==> src/rtl/wstep_pkg.sv <==
// Shared types and helpers for the serial-clocked wiper step engine.
// Assumes wiper widths of at most 31 bits.
package wstep_pkg;

    typedef enum logic {
        DIR_DOWN = 1'b0,
        DIR_UP   = 1'b1
    } step_dir_e;

    // Saturating one-tap move of a wiper value within [0, top].
    function automatic int unsigned sat_move(int unsigned cur, step_dir_e dir, int unsigned top);
        if (dir == DIR_UP) begin
            return (cur >= top) ? top : cur + 1;
        end
        return (cur == 0) ? 0 : cur - 1;
    endfunction

endpackage

==> src/rtl/wstep_edge.sv <==
// Serial clock edge finder. Registers the filtered SCL level and reports
// rising, falling and held-high phases. Assumes scl is already synchronous
// to clk and filtered. The register resets high to match an idle bus.
module wstep_edge (
    input  logic clk,
    input  logic rst_n,
    input  logic scl,
    output logic scl_rise,
    output logic scl_fall,
    output logic scl_held
);

    logic scl_q;

    // Delay SCL by one cycle for edge comparison.
    always_ff @(posedge clk) begin
        if (!rst_n) begin
            scl_q <= 1'b1;
        end else begin
            scl_q <= scl;
        end
    end

    // Classify the current SCL phase.
    always_comb begin
        scl_rise = scl & ~scl_q;
        scl_fall = ~scl & scl_q;
        scl_held = scl & scl_q;
    end

endmodule

==> src/rtl/wstep_ctrl.sv <==
// Step mode controller. Arms on mode_en and captures the pot index. Records
// the SDA level at each SCL rise, cancels the pending step if SDA moves while
// SCL stays high, and issues a one-cycle step request on the SCL fall.
// stop_det has priority over mode_en. Assumes mode_en arrives while SCL is low.
module wstep_ctrl #(
    parameter int POT_W = 2
) (
    input  logic                    clk,
    input  logic                    rst_n,
    input  logic                    mode_en,
    input  logic                    stop_det,
    input  logic [POT_W-1:0]        pot_sel,
    input  logic                    sda,
    input  logic                    scl_rise,
    input  logic                    scl_fall,
    input  logic                    scl_held,
    output logic                    active,
    output logic                    step_vld,
    output wstep_pkg::step_dir_e    step_dir,
    output logic [POT_W-1:0]        step_pot
);
    import wstep_pkg::*;

    logic       active_q;
    logic       pend_q;
    step_dir_e  dir_q;
    logic [POT_W-1:0] pot_q;
    logic       vld_q;

    // Mode state, pending step and request pulse.
    always_ff @(posedge clk) begin
        if (!rst_n) begin
            active_q <= 1'b0;
            pend_q   <= 1'b0;
            dir_q    <= DIR_DOWN;
            pot_q    <= '0;
            vld_q    <= 1'b0;
        end else begin
            vld_q <= 1'b0;
            if (stop_det) begin
                active_q <= 1'b0;
                pend_q   <= 1'b0;
            end else if (mode_en) begin
                active_q <= 1'b1;
                pot_q    <= pot_sel;
                pend_q   <= 1'b0;
            end else if (active_q) begin
                if (scl_rise) begin
                    pend_q <= 1'b1;
                    dir_q  <= step_dir_e'(sda);
                end else if (pend_q && scl_held && (sda != logic'(dir_q))) begin
                    pend_q <= 1'b0;
                end else if (pend_q && scl_fall) begin
                    pend_q <= 1'b0;
                    vld_q  <= 1'b1;
                end
            end
        end
    end

    // Drive the request interface from state.
    always_comb begin
        active   = active_q;
        step_vld = vld_q;
        step_dir = dir_q;
        step_pot = pot_q;
    end

endmodule

==> src/rtl/wstep_bank.sv <==
// Volatile wiper register bank. On each step request it moves the indexed
// wiper one tap, saturating at both ends. Assumes at most one request a cycle.
module wstep_bank #(
    parameter int NPOT      = 4,
    parameter int WBITS     = 6,
    parameter int WIPER_RST = 32,
    parameter int POT_W     = (NPOT > 1) ? $clog2(NPOT) : 1
) (
    input  logic                    clk,
    input  logic                    rst_n,
    input  logic                    step_vld,
    input  wstep_pkg::step_dir_e    step_dir,
    input  logic [POT_W-1:0]        step_pot,
    output logic [NPOT*WBITS-1:0]   wiper_flat
);
    import wstep_pkg::*;

    localparam int unsigned TOP = (1 << WBITS) - 1;

    for (genvar gi = 0; gi < NPOT; gi++) begin : g_pot
        logic [WBITS-1:0] w_q;

        // Hold one wiper; step it when the request names this pot.
        always_ff @(posedge clk) begin
            if (!rst_n) begin
                w_q <= WBITS'(WIPER_RST);
            end else if (step_vld && (step_pot == POT_W'(gi))) begin
                w_q <= WBITS'(sat_move(32'(w_q), step_dir, TOP));
            end
        end

        assign wiper_flat[gi*WBITS +: WBITS] = w_q;
    end

endmodule

==> src/rtl/wiper_step_engine.sv <==
// Serial-clocked wiper step engine, top level. Joins the SCL edge finder, the
// step controller and the wiper bank. Assumes filtered, clk-synchronous scl
// and sda, and one-cycle mode_en and stop_det pulses from the bus front end.
module wiper_step_engine #(
    parameter int NPOT      = 4,
    parameter int WBITS     = 6,
    parameter int WIPER_RST = 32,
    parameter int POT_W     = (NPOT > 1) ? $clog2(NPOT) : 1
) (
    input  logic                    clk,
    input  logic                    rst_n,
    input  logic                    scl,
    input  logic                    sda,
    input  logic                    mode_en,
    input  logic                    stop_det,
    input  logic [POT_W-1:0]        pot_sel,
    output logic                    step_vld,
    output logic                    step_up,
    output logic [POT_W-1:0]        step_pot,
    output logic [NPOT*WBITS-1:0]   wiper_flat
);
    import wstep_pkg::*;

    logic      scl_rise;
    logic      scl_fall;
    logic      scl_held;
    logic      mode_act;
    step_dir_e step_dir;

    wstep_edge u_edge (
        .clk      (clk),
        .rst_n    (rst_n),
        .scl      (scl),
        .scl_rise (scl_rise),
        .scl_fall (scl_fall),
        .scl_held (scl_held)
    );

    wstep_ctrl #(.POT_W(POT_W)) u_ctrl (
        .clk      (clk),
        .rst_n    (rst_n),
        .mode_en  (mode_en),
        .stop_det (stop_det),
        .pot_sel  (pot_sel),
        .sda      (sda),
        .scl_rise (scl_rise),
        .scl_fall (scl_fall),
        .scl_held (scl_held),
        .active   (mode_act),
        .step_vld (step_vld),
        .step_dir (step_dir),
        .step_pot (step_pot)
    );

    wstep_bank #(
        .NPOT      (NPOT),
        .WBITS     (WBITS),
        .WIPER_RST (WIPER_RST),
        .POT_W     (POT_W)
    ) u_bank (
        .clk        (clk),
        .rst_n      (rst_n),
        .step_vld   (step_vld),
        .step_dir   (step_dir),
        .step_pot   (step_pot),
        .wiper_flat (wiper_flat)
    );

    // Export the direction as a plain level.
    assign step_up = (step_dir == DIR_UP);

endmodule

==> config.mk <==
export PLATFORM = sky130hd
export DESIGN_NAME = wiper_step_engine
export DESIGN_NICKNAME = d
export VERILOG_FILES = /design/src/rtl/wstep_pkg.sv /design/src/rtl/wstep_edge.sv /design/src/rtl/wstep_ctrl.sv /design/src/rtl/wstep_bank.sv /design/src/rtl/wiper_step_engine.sv
export SDC_FILE = /design/constraint.sdc
export NUM_CORES = 1
export LEC_CHECK = 0
export ABC_AREA = 1
export BUFFER_PORTS_ARGS = -buffer_cell sky130_fd_sc_hd__buf_2
export CAP_MARGIN = 20
export CORE_MARGIN = 2
export CORE_UTILIZATION = 59
export CTS_BUF_LIST = sky130_fd_sc_hd__clkbuf_4 sky130_fd_sc_hd__clkbuf_8
export DETAILED_ROUTE_END_ITERATION = 6
export PLACE_DENSITY = 0.85
export SYNTH_ARGS = -nofsm -noshare
export SYNTH_HDL_FRONTEND = slang
export SYNTH_SLANG_ARGS = --single-unit
==> constraint.sdc <==
create_clock -name clk -period 2.46 [get_ports clk]
set_input_delay 0.123 -clock clk [delete_from_list [all_inputs] [get_ports clk]]
set_output_delay 0.123 -clock clk [all_outputs]
set_load 0.1 [all_outputs]
==> impl_metrics.toml, run 1 <==
[status]
outcome = "finished, final reports clean"

[cts]
path_clk_slew_ns = 0.07
post_cts_resized = 0
cts_sinks = 31
cts_inserted_buffers = 5
htreeDepth = 2
cts_max_path_buffers = 2
cts_root_buf = "clkbuf_8"
clock_latency_ns = 0.28
post_cts_buffers = 0
cts_hold_buf = 0
cts_tree = "built"

[global_route]
grt_max_degree = 20
grt_pass1_vias = 2279
overflow = 0
grt_usage_pct = 27.7
grt_pass1_wl_mm = 9.76
antenna_found_initial = 0

[drt]
wl_per_cell_um = 12.1
vias = 2652
post-route-drc-count = 0
postRouteAntennaNets = 0
drt_pre_antenna_iters = 5
vias_per_cell = 5.40
postRouteWirelength_mm = 5.94
drt-initial-drc-count = 238

[layout]
fillers = 363
antenna_cells = 0
fin_nets = 460
area_growth_pct = 12.6
drive_above_1_share_pct = 12.0

[yosys]
yosys_warnings = 0
syn_inst = 408
ys_types = 19
ys_ff_latch = 31
syn_area_per_cell_um2 = 5.85
synth.cell_area_um2 = 2380
yosysSeqAreaShare_pct = 26.0
syn-num-nets = 428

[job]
cap_viol_max_count = 0

[worst_setup_path]
arrival_ns = 1.75
crit_chain = "clkinv_1 -> ha_1 -> nand3_1 -> nand2_1 -> inv_1 -> nand2_1 -> nand2_1 -> nand2_1 -> nand2_1"
worstPathMaxFanout = 10
cpMaxStageDelayCell = "dfxtp_1"
cp_common_cell = "nand2_1"
start_kind = "flop"
critPathMaxStageDelay_ns = 0.35
crit_required_ns = 2.69
end_kind = "flop"
crit_type = "flop to flop"
worst-path-buf-inv = 2
worst_path_dominant_cell_family = "simple AND/OR/NAND/NOR gates"

[timing]
fin_crit_ns = 1.52
post-route-period-util_pct = 61.7
clock.fmax_ghz = 0.659
tns_ns = 0
max_slew.worst_pin.slew_ns = 0.515
skew_ns = 0.00497
rsz0062_at_grt = "false"
finalSetupViolations = 0
hold_viol = 0
final_max_slew_viol_count = 0
setup_slack_ns = 0.943
relSlewSlack_pct = 65.5

[floorplanning]
dieArea_um2 = 4570
io_pins = 36
row_count = 23
chipWidth_um = 67.6
start_util_pct = 60.5
die_y_um = 67.6
core_area_um2 = 3940

[hold_path]
min_path_type = "input pin to flop"

[placement]
dp_slack_ns = 0.988
dp_hpwl_mm = 4.17
numPortBuffers = 35
place_congestion = 0.948

[power]
leakagePower_nw = 1.45
power.density_nw_per_um2 = 383
vdd_drop_max_v = 0.000291
-- metrics by stage --
step / instances / utilization [%] / area (µm²) / hold WS, ns / power (mW)
2_1_floorplan: 408 / - / 2380 / 0.220 / 0.557
3_3_place_gp: 483 / 65.5 / 2580 / 0.355 / 0.572
3_5_place_dp: 483 / 65.5 / 2580 / 0.376 / 0.573
4_1_cts: 491 / 68.1 / 2690 / 0.0856 / 1.04
5_1_grt: 491 / 68.1 / 2690 / 0.0962 / 1.07
6_report: 491 / 68.1 / 2690 / 0.0937 / 1.03
-- path summary, 6_finish.rpt --
check | startpoint | endpoint | slack [ns] | cells past startpoint
max | u_bank.g_pot[0].w_q[0] | u_bank.g_pot[0].w_q[5] | 0.94 | 9
min | scl | u_edge.scl_q | 0.09 | 3
max reg2reg | u_bank.g_pot[0].w_q[0] | u_bank.g_pot[0].w_q[5] | 0.94 | 9
min reg2reg | u_edge.scl_q | u_ctrl.step_vld | 0.51 | 2
-- registers in the layout (all words and copies together), names as in the netlist --
register          flops
u_bank.g_pot.w_q     24
u_ctrl.active         1
u_ctrl.pend_q         1
u_ctrl.step_dir       1
u_ctrl.step_pot       2
u_ctrl.step_vld       1
u_edge.scl_q          1
-- Yosys cell counts (all sizes together) --
cell type,n,area share [%]
a21oi,20,4.2
nand4,6,1.6
o21ai,26,5.5
clkinv,5,0.79
nand2,112,18
ha,12,6.3
nor2,54,8.5
buf,5,1.0
xor2,9,3.3
a31oi,4,1.0
nor3,7,3.1
inv,61,9.6
clkbuf,6,0.94
dfxtp,31,26
nand3,50,10
-- placed cells by master (no fill, tap or decap), drive strengths merged --
cell,synthesis,routed
clkinv,5,5
dfxtp,31,31
xor2,9,9
clkbuf,6,8
o21ai,26,26
a31oi,4,4
nand2,112,112
buf,5,36
a21oi,20,20
inv,61,61
nor2,54,54
nor3,7,7
ha,12,12
nand4,6,6
nand3,50,50
-- tightest hold or removal path, cell delays in order --
cell and delay, ns:
buf_2 0.11, inv_1 0.06, nand2_1 0.05
-- logic make-up after synthesis --
logic type	synth area share (%)
and+or+nand+nor	41.3
buffers and inverters	12.4
AOI/OAI and AO/OA	10.7
DFF	26.0
adders and majority gates	6.30
xor gates and xnor gates	3.31
-- cell type report --
cell class / count / area [µm²] / share of cell area (%)
sequential: 31 / 621 / 23.1
multi-input combinational: 300 / 1470 / 54.7
inverter: 66 / 248 / 9.22
clock buffer: 8 / 104 / 3.87
timing repair buffer: 36 / 183 / 6.80
tap: 50 / 62.6 / 2.33
-- report_power, final --
| part | internal (mW) | switching (mW) | total [mW] | leakage (nW) |
|---|---|---|---|---|
| Sequential | 0.506 | 0.00603 | 0.512 | 0.251 |
| Combinational | 0.0105 | 0.0402 | 0.0507 | 1.15 |
| Clock | 0.267 | 0.201 | 0.468 | 0.0549 |
| Total | 0.783 | 0.247 | 1.03 | 1.45 |
-- metal layers --
metal	vias up	share of wire, %	global-route usage [%]
met5	-	0	0
met4	0	1.4	11.5
met3	10	6.4	5.83
met2	104	48	45.5
met1	1191	44	35.0
li1	1347	-	-
(Power assumes the default switching activity.)
==> inputs of run 2 (changes only) <==
CORE_UTILIZATION = 53   (was 59)
PLACE_DENSITY = 0.81   (was 0.85)
clock period = 1.3 ns   (was 2.46 ns; I/O delays follow)
==> run 2 against run 1 <==
Net effect: non-clock buffer count rose by 12; worst hold slack worse by 0.082 ns; sequential share of layout area increased by 1.0 points; register-to-register slack got worse by 0.92 ns; sequential cell count unchanged; clock skew up 0.0033 ns; routed wire length rose by 3.8%; combinational power grew 110%; maximum frequency increased by 19%; critical path depth shrank 1; global-route usage fell by 2.3 points; critical endpoint is now u_bank.g_pot[2].w_q[3].
==> impl_metrics.toml, run 2 (synthesis results as in run 1) <==
[status]
outcome = "finished, final reports clean"

[layout]
area_growth_pct = 26.1
ff_latch_area_um2 = 726
regMostFlops = "u_bank.g_pot.w_q"
fin_nets = 472
multiInputGateArea_um2 = 1580
drive_above_1_share_pct = 27.6
fillers = 399
final_common_cell = "nand2_1"
final_cell_mix = "nand2_1, nor2_1, nand3_1"
antenna_cells = 0
largest_reg_flops = 24

[timing]
fin_crit_ns = 1.28
finalSetupViolations = 0
post-route-period-util_pct = 98.3
clock.fmax_ghz = 0.783
holdWs_ns = 0.0118
relSlewSlack_pct = 66.0
hold_viol = 0
skew_ns = 0.00830
final_max_slew_viol_count = 0
max_slew.worst_pin.slew_ns = 0.513
rsz0062_at_grt = "true"
tns_ns = 0

[floorplanning]
dieArea_um2 = 5050
core_area_um2 = 4350
chipWidth_um = 71.1
start_util_pct = 54.8
die_y_um = 71.1
row_count = 24
io_pins = 36

[drt]
dr_wl_met2_mm = 3.07
routed-wl-met3_um = 344
vias = 2691
wl_per_cell_um = 12.2
met1_length_mm = 2.68
postRouteAntennaNets = 0
post-route-drc-count = 0
drt_pre_antenna_iters = 5
vias_per_cell = 5.33
top_layer_used = "met4"
postRouteWirelength_mm = 6.17
drt-initial-drc-count = 177

[power]
clock_power_share_pct = 44.4
leakagePower_nw = 1.53
p_int_mw = 1.37
p_switching_mw = 0.461
power_frac_seq_pct = 49.9
p_comb_share_pct = 5.7
vdd_drop_max_v = 0.000407
power.density_nw_per_um2 = 609
switching_share_pct = 25.2

[worst_setup_path]
worst_path_dominant_cell_family = "simple AND/OR/NAND/NOR gates"
critPathMaxStageDelay_ns = 0.34
cpMaxStageDelayCell = "dfxtp_4"
r2r-end = "u_bank.g_pot[2].w_q[3]"
rr_startpoint = "u_ctrl.step_vld"
r2r_cells = 8
r2r_slack_ns = 0.02
start_kind = "flop"
end_kind = "flop"
worst-path-buf-inv = 4
worstPathMaxFanout = 9
crit_type = "flop to flop"
crit_required_ns = 1.49
arrival_ns = 1.47
crit_chain = "inv_1 -> nor3_4 -> buf_4 -> nand2_1 -> clkinv_1 -> nand3_1 -> nand2_1 -> inv_1"

[cts]
path_clk_slew_ns = 0.06
htreeDepth = 2
cts_inserted_buffers = 5
cts_max_path_buffers = 2
cts_sinks = 31
cts_root_buf = "clkbuf_8"
clock_latency_ns = 0.29
cts_tree = "built"

[global_route]
grt_pass1_wl_mm = 10.3
antenna_found_initial = 0
grt_max_degree = 25
grt_pass1_vias = 2343
grt_usage_pct = 25.4
overflow = 0

[placement]
numPortBuffers = 35
dp_hpwl_mm = 4.53
place_congestion = 0.922

[job]
cap_viol_max_count = 0

[hold_path]
holdPathEnd = "u_ctrl.step_dir"
min_path_type = "input pin to flop"
hold_depth = 3
hp-start = "sda"
[run 2: cell count changes in the layout (fill, tap and decap cells not counted), sizes merged]
cell | previous run | this run
buf | 36 | 48
[run 2: layer usage]
metal / track usage, % / vias up
met4: 9.22 / 0
met1: 32.6 / 1195
met2: 42.8 / 96
li1: - / 1383
met5: 0 / -
met3: 4.56 / 17
[run 2: worst max path at each step]
stage,start,to,slack (ns),cells after the start
after floorplan,u_ctrl.step_vld,u_bank.g_pot[1].w_q[3],-0.12,7
after global routing,u_ctrl.step_pot[0],u_bank.g_pot[3].w_q[3],-0.09,7
after CTS,u_ctrl.step_pot[1],u_bank.g_pot[2].w_q[3],0.003,7
final,u_ctrl.step_vld,u_bank.g_pot[2].w_q[3],0.02,8
after global placement,u_ctrl.step_pot[1],u_bank.g_pot[2].w_q[3],0.01,7
after detailed placement,u_ctrl.step_vld,u_bank.g_pot[2].w_q[3],0.003,7
[run 2: tightest hold or removal path, delay by kind of cell]
kind	cells	cell delay [ns]
buf+inv	2	0.15
compound gates	1	0.04
[run 2: power by group through the flow]
stage          clock network [mW]  registers [mW]  logic, mW
6_report                    0.812           0.913      0.105
5_1_grt                     0.858           0.914      0.114
4_1_cts                     0.826           0.913      0.105
3_5_place_dp                    0           0.935      0.105
3_3_place_gp                    0           0.935      0.102
2_1_floorplan                   0           0.965     0.0360
[run 2: final cells by class]
class / instances / area share [%]
tap: 52 / 2.16
multi-input combinational: 300 / 52.4
timing repair buffer: 48 / 9.57
inverter: 66 / 8.74
sequential: 31 / 24.1
clock buffer: 8 / 3.04
[run 2: stage by stage]
stage | instance area (µm²) | std cells | power (mW) | util, % | setup slack (ns)
after global placement | 2830 | 490 | 1.04 | 65.0 | 0.0132
after CTS | 2920 | 498 | 1.84 | 67.1 | 0.00253
final | 3010 | 505 | 1.83 | 69.1 | 0.0225
after global routing | 3010 | 505 | 1.89 | 69.1 | -0.0923
after floorplan | 2590 | 408 | 1.00 | - | -0.120
after detailed placement | 2830 | 490 | 1.04 | 65.0 | 0.00301
[run 2: what timing repair did]
item	4_1_cts	5_1_grt
gates resized for setup	0	16
hold buffers	0	0
endpoints found under the setup margin	0	20
buffers inserted	0	7
==> inputs of run 3 (changes only) <==
ABC_AREA = 0   (was 1)
==> run 3 against run 2 <==
Net effect: the run now ends with setup timing left; utilization rose by 21 points; global-route usage is 8.0 points higher; critical path depth decreased by 2; count of clock-buffer cells in the layout fell by 1; via count grew 19%; die area is 0.94% lower; combinational power is 24% higher; clock skew hardly changed; synthesized cell count down 23%; design area up 30%; critical path type unchanged; largest cell class unchanged; highest routed layer unchanged.
==> impl_metrics.toml, run 3 <==
[status]
violations = "setup timing"
outcome = "complete, but fails checks"

[timing]
post-route-period-util_pct = 124
skew_ns = 0.00826
fin_crit_ns = 1.61
max_slew.worst_pin.slew_ns = 0.490
holdWs_ns = 0.0206
relSlewSlack_pct = 67.5
setup_slack_ns = -0.313
hold_viol = 0
final_max_slew_viol_count = 0
finalSetupViolations = 19
rsz0062_at_grt = "true"
clock.fmax_ghz = 0.620

[layout]
antenna_cells = 0
area_growth_pct = 65.2
stdcell_area_um2 = 3900
drive_above_1_share_pct = 54.6
fillers = 173
regMostFlops = "u_bank.g_pot.w_q"
final_cell_mix = "buf_4, dfxtp_4, nand2_1, o21ai_0"
largest_reg_flops = 24
fin_nets = 429
final_common_cell = "buf_4"

[drt]
post-route-drc-count = 0
vias_per_cell = 6.94
postRouteAntennaNets = 0
vias = 3204
postRouteWirelength_mm = 10.2
wl_per_cell_um = 22.1
drt-initial-drc-count = 475
drt_pre_antenna_iters = 6

[worst_setup_path]
crit_required_ns = 1.50
end_kind = "flop"
start_kind = "flop"
worstPathMaxFanout = 4
rr_startpoint = "u_bank.g_pot[1].w_q[1]"
crit_type = "flop to flop"
r2r-end = "u_bank.g_pot[1].w_q[3]"
arrival_ns = 1.82
r2r_cells = 6
r2r_slack_ns = -0.31

[yosys]
yosysSeqAreaShare_pct = 26.3
synth_edf_count = 0
synth_compound_area_share_pct = 30.4
synthFlopType = "dfxtp_1"
ys_types = 53
synth_xor_area_share_pct = 0.371
synthMuxAreaShare_pct = 3.55
synth_common_cells = "dfxtp_1, o21ai_0, nor2_1"
syn_inst = 314
synth_top_area_share_pct = 26.3
yosys.area_share.simple_pct = 25.7
ys_ff_latch = 31
synthTopCellsByArea = "dfxtp_1, ha_1, o21ai_0"
synth_top_family_by_area = "compound AO/OA/AOI/OAI gates"
synthAdderAreaFrac_pct = 6.36
yosys_warnings = 0
postSynth.asyncResetShare_pct = 0
yosys.cell_count.top_type = "dfxtp_1"
synth.cell_area_um2 = 2360
yosys.area.top_type = "dfxtp_1"
syn_area_per_cell_um2 = 7.52
syn-num-nets = 334

[job]
cap_viol_max_count = 0

[floorplanning]
dieArea_um2 = 5000
row_count = 24
die_y_um = 70.7
io_pins = 36
start_util_pct = 54.6
core_area_um2 = 4320
chipWidth_um = 70.7

[placement]
place_area_um2 = 3350
dp_hpwl_mm = 4.91
place_congestion = 0.894
numPortBuffers = 35

[hold_path]
hp-start = "scl"
holdPathEnd = "u_edge.scl_q"
hold_depth = 2
min_path_type = "input pin to flop"

[global_route]
grt_max_degree = 22
antenna_found_initial = 0
grt_usage_pct = 33.4
overflow = 0
grt_pass1_vias = 2843
grt_pass1_wl_mm = 13.6

[cts]
cts_sinks = 31
cts_max_path_buffers = 2
clock_latency_ns = 0.30
cts_tree = "built"
htreeDepth = 2
cts_root_buf = "clkbuf_8"
path_clk_slew_ns = 0.07
cts_inserted_buffers = 5

[power]
power.density_nw_per_um2 = 479
vdd_drop_max_v = 0.000504
leakagePower_nw = 1.64
[run 3: cell types whose count changed after synthesis, sizes merged, moves of 9 or more]
cell,previous run,this run
nand2,112,23
inv,61,16
nand3,50,16
nor2,54,26
a31oi,4,17
nor3,7,16
xor2,9,0
[run 3: repair_timing]
item                                    in CTS  in global routing
hold buffers                                 1                  0
cloned                                       0                  0
pin swaps                                   22                 28
buffers inserted                             8                 13
gates resized for setup                     38                 44
endpoints found under the hold margin        1                  0
endpoints found under the setup margin      21                 29
[run 3: final cells by class]
class	count	area [µm²]	area share, %
Timing Repair Buffer	111	980	25.1
Sequential cell	31	721	18.5
Tap cell	52	65.1	1.67
Inverter	16	82.6	2.12
Multi-Input combinational cell	244	1960	50.4
Clock buffer	7	83.8	2.15
Clock inverter	1	5.00	0.128
[run 3: per-stage QoR]
step / setup slack (ns) / total power [mW] / instances / utilization, % / setup TNS, ns
4_1_cts: -0.0569 / 1.82 / 449 / 84.4 / -0.375
3_3_place_gp: -0.102 / 1.04 / 433 / 77.6 / -0.506
5_1_grt: -0.344 / 1.91 / 462 / 90.2 / -3.30
3_5_place_dp: -0.156 / 1.04 / 433 / 77.6 / -0.904
6_report: -0.313 / 1.87 / 462 / 90.2 / -2.46
2_1_floorplan: -0.339 / 0.994 / 314 / - / -4.54
[run 3: worst max-delay path by stage]
| stage | from | end | cells past startpoint |
|---|---|---|---|
| 2_1_floorplan | u_bank.g_pot[0].w_q[0] | u_bank.g_pot[0].w_q[1] | 6 |
| 3_3_place_gp | u_ctrl.step_pot[0] | u_bank.g_pot[0].w_q[5] | 3 |
| 3_5_place_dp | u_ctrl.step_pot[0] | u_bank.g_pot[0].w_q[0] | 3 |
| 4_1_cts | u_bank.g_pot[1].w_q[0] | u_bank.g_pot[1].w_q[0] | 6 |
| 5_1_grt | u_bank.g_pot[0].w_q[1] | u_bank.g_pot[0].w_q[4] | 7 |
| 6_report | u_bank.g_pot[1].w_q[1] | u_bank.g_pot[1].w_q[3] | 6 |
[run 3: cell families (layout without fill, tap and decap cells)]
group	count (synthesis)	count (layout)
xor gates and xnor gates	1	1
buffers and inverters	39	135
and+or+nand+nor	116	116
DFF	31	31
AOI/OAI and AO/OA	107	107
adders and majority gates	12	12
muxes	8	8
[run 3: power breakdown]
part           total [mW]  leakage, nW  internal (mW)  switching [mW]
registers           0.910        0.269          0.903         0.00697
clock network       0.829       0.0491          0.418           0.411
logic               0.130         1.32         0.0551          0.0749
total                1.87         1.64           1.38           0.493
[run 3: routing by layer]
layer	routed length, µm	global-route usage (%)
met4	732	13.2
met1	3690	42.5
met5	0	0
met2	4740	55.8
met3	1050	6.41
[run 3: critical path, cell delays in order (launching register included)]
cell,delay [ns]
dfxtp_4,0.41
ha_4,0.15
nand4_1,0.20
nor2_2,0.25
buf_4,0.15
o21ai_1,0.12
a31oi_1,0.24
